$ cat config.mk
export PLATFORM = sky130hd
export DESIGN_NAME = dsc_intake_gate
export DESIGN_NICKNAME = d
export VERILOG_FILES = /design/src/rtl/dsc_intake_pkg.sv /design/src/rtl/dsc_rr2.sv /design/src/rtl/dsc_drop_cnt.sv /design/src/rtl/dsc_intake_gate.sv
export SDC_FILE = /design/constraint.sdc
export NUM_CORES = 1
export LEC_CHECK = 0
export BUFFER_PORTS_ARGS = -buffer_cell sky130_fd_sc_hd__buf_4
export CAP_MARGIN = 20
export CELL_PAD_IN_SITES_DETAIL_PLACEMENT = 1
export CELL_PAD_IN_SITES_GLOBAL_PLACEMENT = 1
export CORE_ASPECT_RATIO = 0.75
export CORE_MARGIN = 3
export CORE_UTILIZATION = 29
export DETAILED_ROUTE_END_ITERATION = 16
export PLACE_DENSITY_LB_ADDON = 0.12
export SETUP_SLACK_MARGIN = 0.05
export SLEW_MARGIN = 30
export SYNTH_ARGS = -nofsm -noshare
export SYNTH_HDL_FRONTEND = slang
export SYNTH_SLANG_ARGS = --single-unit
$ cat constraint.sdc
create_clock -name clk -period 1.9 [get_ports clk]
set_input_delay 0.095 -clock clk [delete_from_list [all_inputs] [get_ports clk]]
set_output_delay 0.095 -clock clk [all_outputs]
set_load 0.005 [all_outputs]
$ cat src/rtl/dsc_intake_pkg.sv
package dsc_intake_pkg;
  typedef enum logic {
    SRC_FETCH  = 1'b0,
    SRC_BYPASS = 1'b1
  } dsc_feed_e;
endpackage

$ cat src/rtl/dsc_rr2.sv
module dsc_rr2 (
  input  logic       clk,
  input  logic       rst,
  input  logic       clr,
  input  logic [1:0] req,
  input  logic       adv,
  output logic       prio,
  output logic [1:0] gnt
);
  // prio = 0 favours req[0], prio = 1 favours req[1]
  always_comb begin
    gnt[0] = req[0] & (~prio | ~req[1]);
    gnt[1] = req[1] & (prio | ~req[0]);
  end

  always_ff @(posedge clk) begin
    if (rst || clr) prio <= 1'b0;
    else if (adv)   prio <= gnt[0];
  end


  prio_hold_chk: assert property (@(posedge clk) disable iff (rst)
    (!adv && !clr) |=> $stable(prio))
    else $error("prio moved without an accepted transfer");
endmodule

$ cat src/rtl/dsc_drop_cnt.sv
module dsc_drop_cnt #(
  parameter int CW = 4
) (
  input  logic          clk,
  input  logic          rst,
  input  logic [1:0]    ev,
  input  logic          err_set,
  output logic [CW-1:0] cnt,
  output logic          err
);
  logic [CW:0] sum;

  always_comb sum = {1'b0, cnt} + (CW+1)'(ev[0]) + (CW+1)'(ev[1]);

  always_ff @(posedge clk) begin
    if (rst) begin
      cnt <= '0;
      err <= 1'b0;
    end else begin
      cnt <= sum[CW] ? '1 : sum[CW-1:0];
      if (err_set) err <= 1'b1;
    end
  end


  cnt_mono_chk: assert property (@(posedge clk) disable iff (rst)
    1'b1 |=> cnt >= $past(cnt))
    else $error("drop count decreased");


  err_sticky_chk: assert property (@(posedge clk) disable iff (rst)
    err |=> err)
    else $error("error flag cleared without reset");
endmodule

$ cat src/rtl/dsc_intake_gate.sv
module dsc_intake_gate
  import dsc_intake_pkg::*;
#(
  parameter int QW = 2,
  parameter int AW = 32,
  parameter int LW = 16,
  parameter int CW = 4,
  parameter int PW = 4
) (
  input  logic              clk,
  input  logic              rst,
  input  logic              run_en,
  input  logic [(1<<QW)-1:0] qmode_bypass,
  input  logic              int_valid,
  output logic              int_ready,
  input  logic [QW-1:0]     int_queue,
  input  logic [AW-1:0]     int_saddr,
  input  logic [AW-1:0]     int_daddr,
  input  logic [LW-1:0]     int_len,
  input  logic              int_nodma,
  input  logic              byp_valid,
  output logic              byp_ready,
  input  logic [QW-1:0]     byp_queue,
  input  logic [AW-1:0]     byp_saddr,
  input  logic [AW-1:0]     byp_daddr,
  input  logic [LW-1:0]     byp_len,
  input  logic              byp_nodma,
  output logic              out_valid,
  input  logic              out_ready,
  output logic [QW-1:0]     out_queue,
  output logic [AW-1:0]     out_saddr,
  output logic [AW-1:0]     out_daddr,
  output logic [LW-1:0]     out_len,
  output logic              out_nodma,
  output logic              out_from_byp,
  input  logic              cmp_done,
  output logic [CW-1:0]     drop_count,
  output logic              err_illegal,
  output logic              quiesced
);
  logic          run_q, rearm, run_act;
  logic          illegal, slot_ok, load, prio, hs, dec;
  logic [1:0]    req, gnt;
  logic [PW-1:0] pend;
  dsc_feed_e     feed_q;

  always_ff @(posedge clk) begin
    if (rst) run_q <= 1'b0;
    else     run_q <= run_en;
  end

  assign rearm   = run_en & ~run_q;
  assign run_act = run_en & run_q;
  assign illegal = ~qmode_bypass[byp_queue];
  assign req     = {byp_valid & ~illegal, int_valid};
  assign slot_ok = ~out_valid | out_ready;
  assign load    = run_act & slot_ok & (|gnt);
  assign hs      = out_valid & out_ready;
  assign dec     = cmp_done & (pend != '0);

  dsc_rr2 u_arb (
    .clk  (clk),
    .rst  (rst),
    .clr  (rearm),
    .req  (req),
    .adv  (load),
    .prio (prio),
    .gnt  (gnt)
  );

  assign int_ready = ~run_en | (run_act & slot_ok & (~prio | ~req[1]));
  assign byp_ready = ~run_en | (run_act & (illegal | (slot_ok & (prio | ~int_valid))));

  // output register: holds under back-pressure, keeps content when run falls
  always_ff @(posedge clk) begin
    if (rst) begin
      out_valid <= 1'b0;
      feed_q    <= SRC_FETCH;
      out_queue <= '0;
      out_saddr <= '0;
      out_daddr <= '0;
      out_len   <= '0;
      out_nodma <= 1'b0;
    end else if (load) begin
      out_valid <= 1'b1;
      if (gnt[1]) begin
        feed_q    <= SRC_BYPASS;
        out_queue <= byp_queue;
        out_saddr <= byp_saddr;
        out_daddr <= byp_daddr;
        out_len   <= byp_len;
        out_nodma <= byp_nodma;
      end else begin
        feed_q    <= SRC_FETCH;
        out_queue <= int_queue;
        out_saddr <= int_saddr;
        out_daddr <= int_daddr;
        out_len   <= int_len;
        out_nodma <= int_nodma;
      end
    end else if (out_ready) begin
      out_valid <= 1'b0;
    end
  end

  assign out_from_byp = (feed_q == SRC_BYPASS);

  // descriptors handed downstream and not yet completed
  always_ff @(posedge clk) begin
    if (rst || rearm) pend <= '0;
    else              pend <= pend + PW'(hs) - PW'(dec);
  end

  always_ff @(posedge clk) begin
    if (rst) quiesced <= 1'b1;
    else     quiesced <= ~run_en & ~out_valid & (pend == '0);
  end

  dsc_drop_cnt #(.CW(CW)) u_drop (
    .clk     (clk),
    .rst     (rst),
    .ev      ({byp_valid & byp_ready & (illegal | ~run_en), int_valid & ~run_en}),
    .err_set (byp_valid & byp_ready & illegal),
    .cnt     (drop_count),
    .err     (err_illegal)
  );


  stop_ready_chk: assert property (@(posedge clk) disable iff (rst)
    !run_en |-> (int_ready && byp_ready))
    else $error("feed stalled while stopped");


  stop_no_load_chk: assert property (@(posedge clk) disable iff (rst)
    !run_en |=> !$rose(out_valid))
    else $error("descriptor loaded while stopped");


  stall_chk: assert property (@(posedge clk) disable iff (rst)
    (run_en && out_valid && !out_ready) |-> !int_ready)
    else $error("fetch feed accepted into a full register");


  hold_chk: assert property (@(posedge clk) disable iff (rst)
    (out_valid && !out_ready) |=> (out_valid && $stable(out_queue) && $stable(out_saddr)
      && $stable(out_daddr) && $stable(out_len) && $stable(out_nodma) && $stable(out_from_byp)))
    else $error("output changed under back-pressure");


  keep_chk: assert property (@(posedge clk) disable iff (rst)
    (out_valid && !out_ready && !run_en) |=> out_valid)
    else $error("in-flight descriptor lost on stop");


  rearm_chk: assert property (@(posedge clk) disable iff (rst)
    (run_en && !$past(run_en)) |-> (!int_ready && !byp_ready))
    else $error("handshake in re-arm cycle");


  quiet_chk: assert property (@(posedge clk) disable iff (rst)
    quiesced |-> !out_valid)
    else $error("quiesced with a valid output");
endmodule

==> results.yml <==
synthesis:
  dominant_register_cell_in_the_synthesized_netlist: "sky130_fd_sc_hd__dfxtp_1"
  synth-warning-count: 0
  synth_simple_gate_area_share: 0.1160
  yosysTopAreaCellShare: 0.3705
  ys_top_cells_by_area: "sky130_fd_sc_hd__dfxtp_1 37%, sky130_fd_sc_hd__a311oi_2 17%, sky130_fd_sc_hd__a21oi_1 8.3%"
  synth.yosys.seq_area_share: 0.3705
  synth_top_family_by_area: "compound AO/OA/AOI/OAI gates"
  asyncSetResetFlopFracSynth: 0
  yosys_register_bits: 97
  yosys-mux-area-fraction: 0.007400
  post_synth_inst_count: 582
  synth_compound_area_frac: 0.3920
  yosys.area.top_type: "sky130_fd_sc_hd__dfxtp_1"
  xor_xnor_fraction_of_synth_area: 0.003342
  netlist_area_sq_um: 5241
  syn-num-nets: 767
  post_synth_fa_ha_maj_area_fraction: 0.02196
  number_of_flops_mapped_to_enable_cells_by_yosys: 0
  synth.avg_cell_area_sq_um: 9.006
  synth.distinct_cells: 36
setup_path:
  crit_path_start: "pend[2]"
  worst_path_largest_cell_delay_ns: 0.50
  logic_depth_of_the_worst_setup_path_including_buffers: 10
  critPathMaxFanout: 2
  crit_path_top_delay_cell: "sky130_fd_sc_hd__fa_2"
  cp_cell_sequence: "inv_2 -> ha_4 -> and3_4 -> nor2b_4 -> ha_4 -> inv_4 -> ha_4 -> inv_2 -> fa_2 -> nor2_1"
  r2r_start: "pend[2]"
  regToRegSetupSlack_ns: -0.008
  worst_ep_required_time_ns: 2.14
  critical-path-top-cell-by-count: "sky130_fd_sc_hd__ha_4"
  crit-reg2reg-capture: "pend[1]"
  worst_setup_path_end_kind: "flop"
  cell_family_with_the_largest_share_of_critical_path_delay: "adder cells"
  setup.worst_path.end: "pend[1]"
  crit_type: "flop to flop"
  critical_path_arrival_ns: 2.14
  path_buf_inv: 3
  critPathLaunchType: "flop"
  worstRegToRegCells: 10
grt:
  antenna_found_initial: 0
  gr-usage-met1: 0.2675
  track_usage: 0.2194
  grt_busiest_layer: "met2"
  grt_pass1_wl_mm: 34.56
  gr-usage-met3: 0.07085
  global_route.overflow_total: 0
  grtUsageMet2: 0.3807
  first_global_vias: 6192
  largest_net_degree_at_the_start_of_global_routing: 70
detailed_routing:
  drt_pass1_iterations: 4
  post-route-drc-count: 0
  via_count: 5754
  wl_per_cell_um: 21.52
  drt_first_iter_violations: 376
  routed_wl_mm: 22.77
  postRouteAntennaNets: 0
  via_per_inst: 5.439
outcome:
  failing_checks: "setup timing"
  outcome: "complete, but fails checks"
finish:
  nFillCells: 2036
  drive_above_1_share: 0.4878
  antenna-diode-count: 0
  finish.cell_count_without_fillers: 1058
  layout.nets: 1003
  area_growth_syn_to_layout_pct: 52.30
floorplanning:
  design.die.area_sq_um: 19740
  fp-row-count: 41
  initial_core_util: 0.3041
  floorplan.die.height_um: 122.4
  core_region_area_sq_um: 17240
  ios: 270
  die_w_um: 161.2
timing:
  slew_violations: 0
  setup_viol: 1
  final_report_hold_violation_count: 0
  clock-skew-final_ns: 0.005278
  timing.final.crit_period_ns: 1.908
  worst_relative_slew_slack: 0.6570
  final.hold.worst_slack_ns: 0.03052
  fin_tns_setup_ns: -0.007892
  grt_setup_unrepaired: "yes"
  period_share: 1.004
  setup_ws_ns: -0.007892
  tightestPinTransition_ns: 0.5145
  max_clock_freq_mhz: 524.1
cts:
  worstSkewPairLatency_ns: 0.35
  clock_path_buffers: 2
  clock_tree.htree_level_count: 3
  tritoncts_clock_tree: "yes"
  number_of_buffers_inserted_during_clock_tree_synthesis: 9
  cts_root_buffer: "sky130_fd_sc_hd__clkbuf_16"
  number_of_sinks_handled_by_clock_tree_synthesis: 97
  clk_pin_slew_worst_paths_ns: 0.07
power:
  total_power_uw: 5870
  powerDensity_nw_per_um2: 735.3
  combinationalPowerShare: 0.304
  vdd_drop_max_mv: 0.3595
  leakage_uw: 0.003018
  switching_share: 0.3064
  part_of_the_total_power_dissipated_in_the_clock_network: 0.317
  intPower_uw: 4071
  power.net_switching_uw: 1799
  pwr-share-seq: 0.379
job:
  max_cap_viol: 0
place:
  pre_cts_slack_ns: -0.2408
  port_bufs: 269
  numPlacedInstances: 1040
  dp_hpwl_mm: 15.13
  gp_congestion: 0.8493
hold_path:
  timing.hold.worst.class: "input port to flop"
## timing repair
item,CTS,global route
pin swaps,6,5
endpoints found under the setup margin,4,9
hold buffers,0,0
gates cloned,0,2
setup buffers,1,0
gates resized for setup,12,10
## worst min-delay path, delay by kind of cell
family / cells / cell delay, ns
AND/OR/NAND/NOR: 1 / 0.05
buffers and inverters: 1 / 0.11
AO/OA/AOI/OAI: 1 / 0.08
## registers in the layout, summed over array words and instances (netlist names)
name,cells
pend,4
u_drop.cnt,4
out_nodma,1
out_saddr,32
u_drop.err,1
out_from_byp,1
run_q,1
quiesced,1
out_queue,2
out_len,16
out_daddr,32
out_valid,1
u_arb.prio,1
## cell usage after synthesis, types with 6 or more instances
library cell / count
sky130_fd_sc_hd__dfxtp_1: 97
sky130_fd_sc_hd__a21oi_1: 87
sky130_fd_sc_hd__nand3_1: 83
sky130_fd_sc_hd__a311oi_2: 60
sky130_fd_sc_hd__o21ai_0: 60
sky130_fd_sc_hd__clkbuf_1: 34
sky130_fd_sc_hd__o21ai_1: 25
sky130_fd_sc_hd__a311oi_1: 23
sky130_fd_sc_hd__buf_2: 15
sky130_fd_sc_hd__buf_4: 15
sky130_fd_sc_hd__inv_1: 13
sky130_fd_sc_hd__nor2_1: 11
sky130_fd_sc_hd__buf_6: 9
sky130_fd_sc_hd__nand2_1: 8
sky130_fd_sc_hd__ha_1: 6
## cell families (layout without fill, tap and decap cells)
group,Yosys count,count (layout)
adder cells (fa/ha/maj),8,8
AO/OA/AOI/OAI,265,265
AND/OR/NAND/NOR,121,121
flip-flops,97,97
multiplexers,3,3
buffers and inverters,86,326
XOR/XNOR,2,2
## per-layer routing
metal / up-vias / part of all wire
li1: 2694 / -
met3: 20 / 0.077
met4: 0 / 0.013
met2: 212 / 0.50
met5: - / 0
met1: 2828 / 0.41
## placed cells by master (no fill, tap or decap), drive strengths merged, types with 4 or more instances in the layout
cell    synthesis  final
a311oi         83     83
clkbuf         34     12
nand3          83     83
nand2b          5      5
inv            13     13
a21oi          87     87
nor2b           4      4
dfxtp          97     97
nand2           8      8
buf            39    296
ha              6      6
nor2           12     12
o21ai          85     85
## metrics by stage
stage                     area, sq um  utilization
final                            7983       0.4631
after global routing             7983       0.4631
after CTS                        7879       0.4571
after detailed placement         7552       0.4382
after global placement           7552       0.4382
after floorplan                  5259            -
## how the worst min path moves through the flow
stage / start / endpoint / cells after the start
after floorplan: run_en / run_q / 1
after global placement: run_en / run_q / 2
after detailed placement: byp_daddr[10] / out_daddr[10] / 3
after CTS: byp_daddr[11] / out_daddr[11] / 3
after global routing: byp_daddr[11] / out_daddr[11] / 3
final: byp_daddr[11] / out_daddr[11] / 3
## layout make-up
class / count / area (sq um) / area share
Timing Repair Buffer: 298 / 2435 / 0.3050
Clock buffer: 10 / 229.0 / 0.02868
Tap cell: 236 / 295.3 / 0.03699
Multi-Input combinational cell: 399 / 2970 / 0.3721
Inverter: 13 / 51.30 / 0.006426
Sequential cell: 97 / 1944 / 0.2436
Clock inverter: 5 / 57.56 / 0.007210
## power groups by stage
stage	clock network, uW	logic [uW]	registers (uW)
final	1860	1780	2220
after global routing	1990	1940	2240
after CTS	1920	1660	2220
after detailed placement	0	1580	2270
after global placement	0	1510	2260
after floorplan	0	792	2260
No activity file was read; power rests on OpenSTA's default activity.
